File: src/rtl/tcc_pkg.sv
package tcc_pkg;

    typedef enum logic [2:0] {
        OM_HOLD  = 3'b000,
        OM_CLR   = 3'b001,
        OM_SET   = 3'b010,
        OM_TGL   = 3'b011,
        OM_LOW   = 3'b100,
        OM_HIGH  = 3'b101,
        OM_PWM_A = 3'b110,
        OM_PWM_B = 3'b111
    } out_mode_e;

endpackage

File: src/rtl/tcc_cfg_regs.sv
module tcc_cfg_regs
    import tcc_pkg::*;
#(
    parameter int CMP_W = 17
) (
    input  logic             clk,
    input  logic             rst_n,
    input  logic             upd_evt,
    input  logic             cmp_wr,
    input  logic [CMP_W-1:0] cmp_wdata,
    input  logic             cfg_wr,
    input  logic [2:0]       cfg_mode,
    input  logic             cfg_preload,
    output out_mode_e        mode,
    output logic [CMP_W-1:0] cmp_reg,
    output logic [CMP_W-1:0] cmp_shd
);

    typedef struct packed {
        out_mode_e        mode;
        logic             pre;
        logic [CMP_W-1:0] cmp;
        logic [CMP_W-1:0] shd;
    } regs_t;

    regs_t st_d, st_q;

    always_comb begin
        st_d = st_q;
        if (cfg_wr) begin
            st_d.mode = out_mode_e'(cfg_mode);
            st_d.pre  = cfg_preload;
        end
        if (cmp_wr) begin
            st_d.cmp = cmp_wdata;
        end
        // Shadow follows the register directly, or on the update event when preloaded
        if (!st_q.pre) begin
            if (cmp_wr) begin
                st_d.shd = cmp_wdata;
            end else if (upd_evt) begin
                st_d.shd = st_q.cmp;
            end
        end else if (upd_evt) begin
            st_d.shd = cmp_wr ? cmp_wdata : st_q.cmp;
        end
    end

    always_ff @(posedge clk or negedge rst_n) begin
        if (!rst_n) begin
            st_q <= '{mode: OM_HOLD, pre: 1'b0, cmp: '0, shd: '0};
        end else begin
            st_q <= st_d;
        end
    end

    assign mode    = st_q.mode;
    assign cmp_reg = st_q.cmp;
    assign cmp_shd = st_q.shd;

    AST_DIRECT_WRITE: assert property (@(posedge clk) disable iff (!rst_n)
        (!st_q.pre && cmp_wr) |=> (cmp_shd == $past(cmp_wdata)));
    AST_PRELOAD_WAIT: assert property (@(posedge clk) disable iff (!rst_n)
        (st_q.pre && !upd_evt) |=> $stable(cmp_shd));
    AST_SAME_CYCLE: assert property (@(posedge clk) disable iff (!rst_n)
        (st_q.pre && upd_evt && cmp_wr) |=> (cmp_shd == $past(cmp_wdata)));

endmodule

File: src/rtl/tcc_compare.sv
module tcc_compare #(
    parameter int CNT_W = 16,
    parameter int CMP_W = CNT_W + 1
) (
    input  logic             cnt_en,
    input  logic [CNT_W-1:0] cnt_val,
    input  logic [CMP_W-1:0] cmp_shd,
    output logic             hit,
    output logic             below
);

    localparam int PAD_W = CMP_W - CNT_W;

    logic [CMP_W-1:0] cnt_ext;

    always_comb begin
        cnt_ext = {{PAD_W{1'b0}}, cnt_val};
        hit     = cnt_en && (cnt_ext == cmp_shd);
        below   = cnt_en && (cnt_ext < cmp_shd);
    end

    initial begin
        AST_WIDE_CMP: assert (CMP_W > CNT_W);
    end

endmodule

File: src/rtl/tcc_oref_gen.sv
module tcc_oref_gen
    import tcc_pkg::*;
(
    input  logic      clk,
    input  logic      rst_n,
    input  out_mode_e mode,
    input  logic      cnt_en,
    input  logic      hit,
    input  logic      below,
    output logic      oref
);

    typedef struct packed {
        logic lvl;
    } oref_t;

    oref_t st_d, st_q;

    always_comb begin
        st_d = st_q;
        unique case (mode)
            OM_HOLD:  st_d.lvl = st_q.lvl;
            OM_CLR:   if (hit) st_d.lvl = 1'b0;
            OM_SET:   if (hit) st_d.lvl = 1'b1;
            OM_TGL:   if (hit) st_d.lvl = ~st_q.lvl;
            OM_LOW:   st_d.lvl = 1'b0;
            OM_HIGH:  st_d.lvl = 1'b1;
            OM_PWM_A: if (cnt_en) st_d.lvl = below;
            OM_PWM_B: if (cnt_en) st_d.lvl = ~below;
            default:  st_d.lvl = st_q.lvl;
        endcase
    end

    always_ff @(posedge clk or negedge rst_n) begin
        if (!rst_n) begin
            st_q <= '{lvl: 1'b0};
        end else begin
            st_q <= st_d;
        end
    end

    assign oref = st_q.lvl;

    AST_HOLD_STABLE: assert property (@(posedge clk) disable iff (!rst_n)
        (mode == OM_HOLD) |=> $stable(oref));
    AST_MATCH_SET: assert property (@(posedge clk) disable iff (!rst_n)
        (mode == OM_SET && hit) |=> oref);
    AST_MATCH_CLR: assert property (@(posedge clk) disable iff (!rst_n)
        (mode == OM_CLR && hit) |=> !oref);
    AST_TOGGLE_FLIP: assert property (@(posedge clk) disable iff (!rst_n)
        (mode == OM_TGL && hit) |=> (oref != $past(oref)));
    AST_TOGGLE_IDLE: assert property (@(posedge clk) disable iff (!rst_n)
        (mode == OM_TGL && !hit) |=> $stable(oref));
    AST_FORCE_LOW: assert property (@(posedge clk) disable iff (!rst_n)
        (mode == OM_LOW) |=> !oref);
    AST_FORCE_HIGH: assert property (@(posedge clk) disable iff (!rst_n)
        (mode == OM_HIGH) |=> oref);
    AST_PWM_A_LVL: assert property (@(posedge clk) disable iff (!rst_n)
        (mode == OM_PWM_A && cnt_en) |=> (oref == $past(below)));
    AST_PWM_B_LVL: assert property (@(posedge clk) disable iff (!rst_n)
        (mode == OM_PWM_B && cnt_en) |=> (oref != $past(below)));

endmodule

File: src/rtl/tcc_top.sv
module tcc_top
    import tcc_pkg::*;
#(
    parameter int CNT_W = 16
) (
    input  logic             clk,
    input  logic             rst_n,
    input  logic             cnt_en,
    input  logic [CNT_W-1:0] cnt_val,
    input  logic             upd_evt,
    input  logic             cmp_wr,
    input  logic [CNT_W:0]   cmp_wdata,
    input  logic             cfg_wr,
    input  logic [2:0]       cfg_mode,
    input  logic             cfg_preload,
    output logic [CNT_W:0]   cmp_rdata,
    output logic [CNT_W:0]   cmp_active,
    output logic             oref
);

    localparam int CMP_W = CNT_W + 1;

    out_mode_e mode;
    logic      hit;
    logic      below;

    tcc_cfg_regs #(
        .CMP_W (CMP_W)
    ) u_regs (
        .clk         (clk),
        .rst_n       (rst_n),
        .upd_evt     (upd_evt),
        .cmp_wr      (cmp_wr),
        .cmp_wdata   (cmp_wdata),
        .cfg_wr      (cfg_wr),
        .cfg_mode    (cfg_mode),
        .cfg_preload (cfg_preload),
        .mode        (mode),
        .cmp_reg     (cmp_rdata),
        .cmp_shd     (cmp_active)
    );

    tcc_compare #(
        .CNT_W (CNT_W),
        .CMP_W (CMP_W)
    ) u_cmp (
        .cnt_en  (cnt_en),
        .cnt_val (cnt_val),
        .cmp_shd (cmp_active),
        .hit     (hit),
        .below   (below)
    );

    tcc_oref_gen u_gen (
        .clk    (clk),
        .rst_n  (rst_n),
        .mode   (mode),
        .cnt_en (cnt_en),
        .hit    (hit),
        .below  (below),
        .oref   (oref)
    );

    AST_MODE_CHANGE_KEEP: assert property (@(posedge clk) disable iff (!rst_n)
        (cfg_wr && mode == OM_HOLD) |=> $stable(oref));
    AST_PWM_ZERO: assert property (@(posedge clk) disable iff (!rst_n)
        (mode == OM_PWM_A && cnt_en && cmp_active == '0) |=> !oref);

endmodule

File: config.mk
export PLATFORM = sky130hd
export DESIGN_NAME = tcc_top
export DESIGN_NICKNAME = d
export VERILOG_FILES = /design/src/rtl/tcc_pkg.sv /design/src/rtl/tcc_cfg_regs.sv /design/src/rtl/tcc_compare.sv /design/src/rtl/tcc_oref_gen.sv /design/src/rtl/tcc_top.sv
export SDC_FILE = /design/constraint.sdc
export NUM_CORES = 1
export LEC_CHECK = 0
export BUFFER_PORTS_ARGS = -buffer_cell sky130_fd_sc_hd__buf_2
export CAP_MARGIN = 5
export CELL_PAD_IN_SITES_DETAIL_PLACEMENT = 2
export CELL_PAD_IN_SITES_GLOBAL_PLACEMENT = 2
export CORE_MARGIN = 4
export CORE_UTILIZATION = 30
export DETAILED_ROUTE_END_ITERATION = 12
export HOLD_SLACK_MARGIN = 0.08
export PLACE_DENSITY_LB_ADDON = 0.1
export SLEW_MARGIN = 0
export SYNTH_ARGS = -nofsm -noshare
export SYNTH_HDL_FRONTEND = slang
export SYNTH_SLANG_ARGS = --single-unit
export TNS_END_PERCENT = 100
File: constraint.sdc
create_clock -name clk -period 2.1 [get_ports clk]
set_input_delay 0.42 -clock clk [delete_from_list [all_inputs] [get_ports clk]]
set_output_delay 0.42 -clock clk [all_outputs]
set_load 0.01 [all_outputs]
# --- After elaboration in Yosys (flattened, before gate mapping) ---
# Index checks and enable logic that the tools add are counted.
totals:
  out_inout_bits: 35
  mem_bits_ro: 0
  mem_bits_rw: 0
  latchBits: 0
  memories: 0
  ff_bits: 39
classes:
  n_lt_le_gt_ge: 1
  div_mod_pow: 0
  bitwise_logic: 3
  shift: 0
  n_mux: 11
  add_sub_neg: 0
  n_eq_ne: 14
  mul: 0
  n_reduce_logical: 6
ops:
  columns: ["operator", "n"]
  rows:
  - ["17-bit two-way mux", 5]
  - ["16-bit by 17-bit equality test with 1-bit output", 1]
  - ["16-bit by 17-bit < comparator with 1-bit output", 1]
  - ["3-bit equality test (second input constant)", 4]
  - ["2-bit != test (second input constant)", 6]
  - ["1-bit case mux with 7 select lines", 1]
  - ["3-bit by 2-bit equality test with 1-bit output (second input constant)", 2]
  - ["6-bit AND reduction", 1]
  - ["1-bit two-way mux", 5]
  - ["3-bit by 1-bit equality test with 1-bit output (second input constant)", 1]
  - ["3-bit zero test", 1]
  - ["1-bit inverter", 3]
  - ["1-bit logical AND", 2]
  - ["2-bit AND reduction", 1]
  - ["2-bit nonzero test", 1]

# --- Logic depth before layout (Yosys ltp) ---
# Gate-level depths: netlist of run 1.
logic_depth:
  word_depth: 5
  depth_mapped: 8

# --- By module ---
# A second synthesis of run 1 with hierarchy kept.
hier_totals:
  hier_cells: 225
  area_unflattened_um2: 2487.4
by_module_without_submodules:
  columns: ["mod", "n_inst", "seq_area_each_um2", "area_each_um2", "cells_each"]
  rows:
  - ["tcc_cfg_regs", 1, 950.9, 1991.9, 159]
  - ["tcc_compare", 1, 0.0, 417.9, 57]
  - ["tcc_oref_gen", 1, 25.0, 77.6, 9]

# --- Worst setup path before layout of run 1 ---
# No wires, ideal clock.
synth_path:
  kind: "input to register"
  startpoint: "input port cnt_val[14]"
  endpoint: "register u_gen.st_q, in the netlist u_gen.oref"
  path_stages: 7
  n_path_buf: 0
  t_required_ns: 1.962
  path_slack_ns: 0.267
  setup_ns: 0.138
  t_arrival_ns: 1.696
  cell_sequence: "ha_1 -> nand4b_4 -> nor4_2 -> and2_1 -> nand2_1 -> a221oi_2 -> mux2i_1"
synth_between:
  elab_chain_cells: 5
synth_rtl:
  columns: ["element", "line_no", "source"]
  rows:
  - ["start, declared", "tcc_top.sv:9", "input logic [CNT_W-1:0] cnt_val,"]
  - ["16-bit by 17-bit < comparator with 1-bit output", "tcc_compare.sv:19", "below = cnt_en && (cnt_ext < cmp_shd);"]
  - ["1-bit logical AND", "tcc_compare.sv:19", null]
  - ["1-bit inverter", "tcc_oref_gen.sv:29", "OM_PWM_B: if (cnt_en) st_d.lvl = ~below;"]
  - ["1-bit two-way mux", "tcc_oref_gen.sv:29", null]
  - ["1-bit case mux with 7 select lines", "tcc_oref_gen.sv:21", "unique case (mode)"]
  - ["end signal, assigned", "tcc_oref_gen.sv:36", "st_q <= '{lvl: 1'b0};"]
  - ["end signal, assigned", "tcc_oref_gen.sv:38", "st_q <= st_d;"]
  - ["end, declared", "tcc_oref_gen.sv:17", "oref_t st_d, st_q;"]
# Parallel ways exist; a longest one is shown, timed or not. The select of a mux whose other input is x is not followed.
# A chain may end at the register's enable or synchronous reset.

# --- Worst setup path after layout of run 1 ---
layout_path:
  startpoint: "register u_regs.st_q, in the netlist u_regs.cmp_shd[3]"
  endpoint: "register u_gen.st_q, in the netlist u_gen.oref"
layout_between:
  elab_chain_cells: 5
layout_rtl:
  columns: ["element", "line_no", "source"]
  rows:
  - ["start, declared", "tcc_cfg_regs.sv:26", "regs_t st_d, st_q;"]
  - ["start signal, assigned", "tcc_cfg_regs.sv:51", "st_q <= '{mode: OM_HOLD, pre: 1'b0, cmp: '0, shd: '0};"]
  - ["start signal, assigned", "tcc_cfg_regs.sv:53", "st_q <= st_d;"]
  - ["16-bit by 17-bit < comparator with 1-bit output", "tcc_compare.sv:19", null]
  - ["1-bit logical AND", "tcc_compare.sv:19", null]
  - ["1-bit inverter", "tcc_oref_gen.sv:29", null]
  - ["1-bit two-way mux", "tcc_oref_gen.sv:29", null]
  - ["1-bit case mux with 7 select lines", "tcc_oref_gen.sv:21", null]
# Parallel ways exist; a longest one is shown, timed or not. The select of a mux whose other input is x is not followed.

==> out/results.txt, run 1 <==
Pre-CTS setup slack: 22.26 ps
Largest net degree at the start of global routing: 21
Post-Synthesis Cells: 210
Drt wl/cell: 14.32 um
Crit end category: flop
Hold WC Path Type: input pin to asynchronous set/reset pin
Final setup violation count: 0
Setup TNS: 0 ps
ANT nets after route: 0
Delay-heaviest family, CP: simple AND/OR/NAND/NOR gates
Final setup margin: 161.8 ps
Multiplexer area fraction after synthesis: 10.75%
Fin. max-slew vios: 0
Synth Area in Compound Gates: 10.69%
RSZ-0062 raised after global routing: no
Clock buffer depth: 2
Most numerous cell in the Yosys netlist: dfrtp_1
Routability congestion estimate: 0.7280
R2R Setup Slk: 160 ps
Layout cells sized above 1: 45.17%
Slew of the pin with the lowest slew margin: 473.3 ps
Vias in the first global route: 1730
Critical-path cell list: inv_1, ha_1, nand4_1, nor4_4, and2_4, nand2_1, a221oi_2, mux2i_1
Chip Width: 93.41 um
R2R cell count: 8
Flops & latches, synth: 39
First-pass GRT wire length: 8521 um
Layout Skew: 9.449 ps
# port buffers: 77
Synth area leaders: dfrtp_1 (45%), buf_4 (12%), mux2_2 (10%)
Clock slew at reported path FFs: 80 ps
Total number of vias: 1595
Smallest hold slack: 82.55 ps
CP peak stage delay: 360 ps
Simple-gate portion of the synthesized area: 8.748%
Area Growth Syn to Fin: 18.35%
Reg-to-Reg Start: u_regs.cmp_shd[3]
Relative slew slack: 68.44%
Highest Clock Rate: 0.5159 GHz
Placed Cells: 347
Total congestion overflow: 0
Post-route insts no fill: 355
Hpwl dp: 4167 um
Worst-Skew Late Latency: 290 ps
Crit Path Class: flop to flop
Diode count: 0
Slowest CP cell: dfrtp_1
Critical Path AT: 2100 ps
Top cell type's share of synthesized area: 44.60%
H-tree depth: 2
WP buf/inv: 1
Nets: 318
Wirelength, routed: 5085 um
Number of warning messages in the yosys log: 0
Via/cell ratio: 4.493
Cts bufs inserted: 5
CTS root buf: clkbuf_8
Largest family of logic cells by synthesized area: buffers and inverters
Leakage: 1.312 nW
Initial antenna violation count: 0
Worst setup SP type: flop
Core box area: 6944 um^2
Prevailing post-synth register cell: dfrtp_1
Overall routing resource usage: 12.50%
Clock tree sinks: 39
DIE HEIGHT: 93.41 um
Post-synth EDFFs: 0
FF-to-FF End: u_gen.oref
1st-pass router iterations: 3
Post-synth top cells: dfrtp_1 (39), buf_4 (34)
Status: finished, final reports clean
Pwr Density: 797.2 nW/um^2
Critical Path Fanout Max: 2
Post-synthesis sequential area ratio: 44.60%
Xor/xnor share of the synthesized area: 0%
Number of max-cap violations: 0
Post-synth cell types: 31
Cell row count: 30
Endpoints failing hold: 0
Peak supply drop: 0.3494 mV
Mean Syn Cell Area: 10.42 um^2
Post-synthesis adder-cell area fraction: 9.148%
# IOs: 78
Fin crit period: 1938 ps
Yosys top cell by area: dfrtp_1
Starting Density: 31.51%
DIE AREA: 8724 um^2
# DRC: 0
Worst path required time: 2260 ps
CTS tree: built
Syn_nets: 269
Initial drt markers: 12
Period utilization: 92.30%
Post-Syn Area: 2188 um^2
Asr flop ratio synth: 100.0%
## final cells by class
type,instances,area [um^2]
inverter,20,75.07
sequential,39,975.9
fill,788,4354
multi-input combinational,112,888.4
tap,96,120.1
clock buffer,6,72.57
clock inverter,1,30.03
timing repair buffer,81,427.9
## metal layers
metal  share of wire [%]  track usage, %  routed length, um
met4                 1.0           3.663                 53
met5                   0               0                  0
met1                  44           15.69               2213
met2                  47           20.37               2413
met3                 8.0           4.103                405
## worst max-delay path by stage
stage / startpoint / endpoint / slack (ps) / cells past startpoint
floorplan: cnt_val[14] / u_gen.oref / 270 / 7
global placement: cnt_val[6] / u_gen.oref / 50 / 7
detailed placement: cnt_val[14] / u_gen.oref / 20 / 8
CTS: u_regs.cmp_shd[12] / u_gen.oref / 110 / 8
global route: u_regs.cmp_shd[14] / u_gen.oref / 20 / 8
finish: u_regs.cmp_shd[3] / u_gen.oref / 160 / 8
## through the flow
step / utilization [%] / instance area [um^2] / power (mW)
2_1_floorplan: - / 2188 / 1.350
3_3_place_gp: 35.37 / 2456 / 1.473
3_5_place_dp: 35.37 / 2456 / 1.483
4_1_cts: 36.85 / 2559 / 2.108
5_1_grt: 37.30 / 2590 / 2.231
6_report: 37.30 / 2590 / 2.065
## report_power, final
group | internal [mW] | switching, mW
Sequential | 0.846 | 0.0585
Clock | 0.348 | 0.251
Combinational | 0.256 | 0.305
Total | 1.45 | 0.614
## cell usage in the layout (no fill, tap or decap), drive strengths merged, types with 2 or more instances in the layout
cell     n
buf     81
dfrtp   39
inv     20
mux2    20
nor2    20
a21oi   20
ha      16
nand2    6
o21ai    6
clkbuf   6
nand4    3
nand3    2
nor3     2
a211oi   2
nor4     2
a21o     2
## timing repair
action | CTS | global route
setup buffers | 0 | 1
hold buffers | 0 | 0
endpoints found under the setup margin | 0 | 1
gates resized for setup | 0 | 4
## logic make-up after synthesis
kind of cell / after synthesis
buffers and inverters: 59
flip-flops: 39
AO/OA/AOI/OAI: 38
AND/OR/NAND/NOR: 37
multiplexers: 21
adder cells (fa/ha/maj): 16
## worst register-to-register path: stages (launching register included)
cell and delay, ps:
dfrtp_1 360, inv_1 60, ha_1 290, nand4_1 180
nor4_4 320, and2_4 190, nand2_1 60, a221oi_2 260
mux2i_1 100
No activity file was read; power rests on OpenSTA's default activity.
==> inputs of run 2 (changes only) <==
==> constraint.sdc (replaced) <==
create_clock -name clk -period 2.1 [get_ports clk]
set_input_delay 0.105 -clock clk [delete_from_list [all_inputs] [get_ports clk]]
set_output_delay 0.105 -clock clk [all_outputs]
set_load 0.01 [all_outputs]
==> out/results.txt, run 2 (synthesis gave the netlist of run 1 again) <==
Fin crit period: 1959 ps (was 1938 ps)
Worst-Skew Late Latency: 290 ps (about the same)
Hold WC Path Type: input pin to flop (was input pin to asynchronous set/reset pin)
1st-pass router iterations: 3 (unchanged)
Status: finished, final reports clean (unchanged)
Period utilization: 93.28% (was 92.30%)
CTS root buf: clkbuf_8 (unchanged)
Starting Density: 31.51% (unchanged)
Vias in the first global route: 1908 (was 1730)
Via/cell ratio: 4.515 (was 4.493)
Total number of vias: 1702 (was 1595)
Relative slew slack: 61.01% (was 68.44%)
# DRC: 0 (unchanged)
Initial antenna violation count: 1 (was 0)
Delay-heaviest family, CP: simple AND/OR/NAND/NOR gates (unchanged)
Crit Path Class: flop to flop (unchanged)
Crit end category: flop (unchanged)
Overall routing resource usage: 13.44% (was 12.50%)
Core box area: 6944 um^2 (unchanged)
Cts bufs inserted: 5 (unchanged)
Clock slew at reported path FFs: 80 ps (about the same)
Nets: 339 (was 318)
Final setup margin: 141.1 ps (was 161.8 ps)
Cell row count: 30 (unchanged)
Pwr Density: 720.4 nW/um^2 (was 797.2 nW/um^2)
Total congestion overflow: 0 (unchanged)
RSZ-0062 raised after global routing: no (unchanged)
ANT nets after route: 0 (unchanged)
Critical Path AT: 2120 ps (was 2100 ps)
Final setup violation count: 0 (unchanged)
Most frequent cells in the layout: buf_2 (77), dfrtp_1 (39), dlygate4sd3_1 (22) (was buf_2 (77), dfrtp_1 (39), inv_1 (20), mux2_2 (20), nor2_1 (20))
Largest net degree at the start of global routing: 33 (was 21)
Number of max-cap violations: 0 (unchanged)
Critical Path Fanout Max: 3 (was 2)
Layout cells sized above 1: 41.28% (was 45.17%)
Pre-CTS setup slack: 139.2 ps (was 22.26 ps)
Commonest non-fill, non-tap cell in the layout: buf_2 (unchanged)
Highest Clock Rate: 0.5105 GHz (was 0.5159 GHz)
WP buf/inv: 1 (unchanged)
# port buffers: 77 (unchanged)
Endpoints failing hold: 0 (unchanged)
Drt wl/cell: 14.60 um (was 14.32 um)
Wirelength, routed: 5503 um (was 5085 um)
# IOs: 78 (unchanged)
CTS tree: built (unchanged)
Hpwl dp: 4235 um (was 4167 um)
Layout Skew: 8.024 ps (was 9.449 ps)
Leakage: 1.376 nW (was 1.312 nW)
Critical-path cell list: inv_1, ha_1, nand4b_4, nor4_2, and2_1, nand2_1, a221oi_2, mux2i_1 (was inv_1, ha_1, nand4_1, nor4_4, and2_4, nand2_1, a221oi_2, mux2i_1)
DIE HEIGHT: 93.41 um (unchanged)
Postcts setup bufs: 0 (unchanged)
Setup TNS: 0 ps (unchanged)
Initial drt markers: 14 (was 12)
Power Total: 1.979 mW (was 2.065 mW)
DIE AREA: 8724 um^2 (unchanged)
Worst path required time: 2260 ps (about the same)
CP peak stage delay: 340 ps (was 360 ps)
Diode count: 0 (unchanged)
H-tree depth: 2 (unchanged)
Chip Width: 93.41 um (unchanged)
First-pass GRT wire length: 9335 um (was 8521 um)
Worst setup SP type: flop (unchanged)
Slowest CP cell: dfrtp_1 (unchanged)
Peak supply drop: 0.2679 mV (was 0.3494 mV)
Slew of the pin with the lowest slew margin: 584.8 ps (was 473.3 ps)
Area Growth Syn to Fin: 25.56% (was 18.35%)
Clock tree sinks: 39 (unchanged)
Fin. max-slew vios: 0 (unchanged)
R2R Setup Slk: 140 ps (was 160 ps)
Clock buffer depth: 2 (unchanged)
Routability congestion estimate: 0.7857 (was 0.7280)
==> run 2: power by group <==
group / switching (mW) / internal [mW] / total, mW
clock network: 0.267 / 0.228 / 0.494
logic: 0.306 / 0.273 / 0.580
registers: 0.0601 / 0.846 / 0.906
==> run 2: metrics by stage <==
stage | utilization, % | std cells | hold WS [ps] | cell area [um^2]
2_1_floorplan | - | 210 | -190.6 | 2188
3_3_place_gp | 35.19 | 347 | 158.3 | 2444
3_5_place_dp | 35.19 | 347 | 146.8 | 2444
4_1_cts | 39.57 | 377 | 85.18 | 2748
5_1_grt | 39.57 | 377 | 112.4 | 2748
6_report | 39.57 | 377 | 95.17 | 2748
==> run 2: worst register-to-register path: cells and delay by family (launching register included) <==
family	cells	cell delay, ps
flip-flops	1	340
adder cells (fa/ha/maj)	1	340
AO/OA/AOI/OAI	1	270
multiplexers	1	100
buffers and inverters	1	60
AND/OR/NAND/NOR	4	730
==> run 2: routing by layer <==
layer  vias to the layer above  GRT usage [%]  share of wire [%]
met4                         2          3.297               0.75
met2                        50          23.35                 50
met5                         -              0               0.36
li1                        822              -                  -
met3                         6          3.379                6.1
met1                       822          16.58                 42
==> run 2: worst paths after layout <==
kind | from | end | cells past startpoint
setup / recovery | u_regs.cmp_shd[14] | u_gen.oref | 8
hold / removal | cfg_wr | u_regs.mode[1] | 2
setup reg to reg | u_regs.cmp_shd[14] | u_gen.oref | 8
hold reg to reg | u_regs.cmp_reg[14] | u_regs.cmp_reg[14] | 1
max in group asynchronous | rst_n | u_regs.cmp_shd[0] | 3
min in group asynchronous | rst_n | u_regs.cmp_reg[6] | 2
==> run 2: area by class of cell <==
class | count | area (um^2)
inverters | 20 | 75.07
flip-flops and latches | 39 | 975.9
multi-input cells | 112 | 864.6
well taps | 96 | 120.1
clock buffers | 5 | 68.82
repair buffers | 102 | 628.1
clock inverters | 3 | 15.01
fillers | 779 | 4197
==> run 2: repair_timing <==
action,in CTS,in global routing
gates resized for setup,0,0
hold buffers,22,0
endpoints found under the hold margin,44,0
==> inputs of run 3 (changes only) <==
- BUFFER_PORTS_ARGS: -buffer_cell sky130_fd_sc_hd__buf_2 -> unset
- CORE_MARGIN: 4 -> unset
- CORE_UTILIZATION: 30 -> 38
- DONT_BUFFER_PORTS: unset -> 1
==> out/results.txt, run 3 (synthesis gave the netlist of run 1 again) <==
Peak supply drop: 0.3480 mV (was 0.2679 mV)
Nets: 285 (was 339)
FILL cells: 563 (was 779)
Fin crit period: 2056 ps (was 1959 ps)
RSZ-0062 raised after global routing: yes (was no)
Largest net degree at the start of global routing: 40 (was 33)
First-pass GRT wire length: 9384 um (was 9335 um)
Fin. max-slew vios: 0 (unchanged)
DIE HEIGHT: 77.89 um (was 93.41 um)
Leakage: 1.192 nW (was 1.376 nW)
Vias in the first global route: 1814 (was 1908)
Final setup margin: 43.76 ps (was 141.1 ps)
Via/cell ratio: 5.090 (was 4.515)
Worst setup SP type: flop (unchanged)
Period utilization: 97.92% (was 93.28%)
Placed Cells: 248 (was 347)
Clock buffer depth: 2 (unchanged)
Highest Clock Rate: 0.4863 GHz (was 0.5105 GHz)
Core box area: 5540 um^2 (was 6944 um^2)
Crit end category: flop (unchanged)
Overall routing resource usage: 20.38% (was 13.44%)
Layout cells sized above 1: 22.47% (was 41.28%)
Pwr Density: 775.8 nW/um^2 (was 720.4 nW/um^2)
Slew of the pin with the lowest slew margin: 451.1 ps (was 584.8 ps)
Drt wl/cell: 18.82 um (was 14.60 um)
Layout Skew: 5.388 ps (was 8.024 ps)
# port buffers: 0 (was 77)
# IOs: 78 (unchanged)
Post-route insts no fill: 299 (was 377)
Area Growth Syn to Fin: 19.78% (was 25.56%)
Commonest non-fill, non-tap cell in the layout: dlygate4sd3_1 (was buf_2)
Relative slew slack: 69.54% (was 61.01%)
Cts bufs inserted: 5 (unchanged)
Total number of vias: 1522 (was 1702)
CTS root buf: clkbuf_8 (unchanged)
Critical Path Fanout Max: 2 (was 3)
Hpwl dp: 3855 um (was 4235 um)
Pre-CTS setup slack: 53.55 ps (was 139.2 ps)
Total congestion overflow: 0 (unchanged)
Clock slew at reported path FFs: 80 ps (about the same)
Worst-Skew Late Latency: 290 ps (about the same)
Number of max-cap violations: 0 (unchanged)
Status: finished, final reports clean (unchanged)
# DRC: 0 (unchanged)
H-tree depth: 2 (unchanged)
Cell row count: 27 (was 30)
Endpoints failing hold: 0 (unchanged)
Initial antenna violation count: 0 (was 1)
ANT nets after route: 0 (unchanged)
Diode count: 0 (unchanged)
Routability congestion estimate: 0.7094 (was 0.7857)
DIE AREA: 6066 um^2 (was 8724 um^2)
CTS tree: built (unchanged)
Final setup violation count: 0 (unchanged)
Chip Width: 77.89 um (was 93.41 um)
Starting Density: 39.50% (was 31.51%)
Clock tree sinks: 39 (unchanged)
Crit Path Class: flop to flop (unchanged)
1st-pass router iterations: 4 (was 3)
Initial drt markers: 29 (was 14)
Worst path required time: 2260 ps (about the same)
Critical Path AT: 2220 ps (was 2120 ps)
Hold WC Path Type: input pin to flop (unchanged)
Most frequent cells in the layout: dlygate4sd3_1 (41), dfrtp_1 (38), mux2_2 (20), nor2_1 (20), a21oi_1 (19) (was buf_2 (77), dfrtp_1 (39), dlygate4sd3_1 (22))
Wirelength, routed: 5626 um (was 5503 um)
[run 3: layer usage]
layer | up-vias | GRT usage [%] | routed length, um
li1 | 712 | - | -
met1 | 747 | 22.53 | 2167
met2 | 57 | 37.43 | 3039
met3 | 6 | 6.118 | 366
met4 | 0 | 5.660 | 53
met5 | - | 0 | 0
[run 3: worst max-delay path, stage by stage, from the launching register on]
cell and delay (ps):
dfrtp_1 440, inv_2 80, ha_4 270, nand4_1 190, nor4_4 330, and2_4 190, nand2_2 50, a221oi_2 270
mux2i_1 100
[run 3: metrics by stage]
step | total power, mW | area, um^2 | hold slack, ps | setup TNS [ps] | utilization, %
floorplan | 1.350 | 2188 | -190.6 | 0 | -
global placement | 1.320 | 2043 | -189.7 | 0 | 36.88
detailed placement | 1.362 | 2043 | -189.6 | 0 | 36.88
CTS | 2.033 | 2574 | 118.7 | 0 | 46.45
global route | 2.164 | 2621 | 135.6 | -81.41 | 47.31
finish | 2.034 | 2621 | 129.9 | 0 | 47.31
[run 3: timing repair]
item                       in CTS  in global routing
setup endpoints to repair       0                  1
hold endpoints to repair       61                  0
setup buffers                   0                  1
hold buffers                   42                  0
gates resized for setup         0                 10
[run 3: path summary, 6_finish.rpt]
| path | endpoint | slack, ps | depth (start not counted) | from |
|---|---|---|---|---|
| max | u_gen.oref | 40 | 8 | u_regs.cmp_shd[3] |
| min | u_regs.cmp_shd[0] | 130 | 2 | cmp_wr |
| max reg2reg | u_gen.oref | 40 | 8 | u_regs.cmp_shd[3] |
| min reg2reg | u_regs.cmp_shd[10] | 560 | 2 | u_regs.cmp_shd[10] |
| max in group asynchronous | u_regs.cmp_shd[1] | 1590 | 2 | rst_n |
| min in group asynchronous | u_regs.cmp_shd[5] | 310 | 2 | rst_n |
[run 3: layout make-up]
type,instances,area (um^2),share of cell area (%)
inverters,20,75.07,2.864
flip-flops and latches,39,977.2,37.28
multi-input cells,112,903.4,34.46
clock buffers,8,100.1,3.819
repair buffers,48,475.5,18.14
well taps,72,90.09,3.437
[run 3: report_power, final]
| part | total [mW] | leakage (nW) | internal [mW] | switching (mW) |
|---|---|---|---|---|
| combinational | 0.505 | 0.690 | 0.259 | 0.246 |
| clock | 0.561 | 0.0515 | 0.300 | 0.261 |
| sequential | 0.968 | 0.451 | 0.847 | 0.121 |
| total | 2.03 | 1.19 | 1.41 | 0.628 |
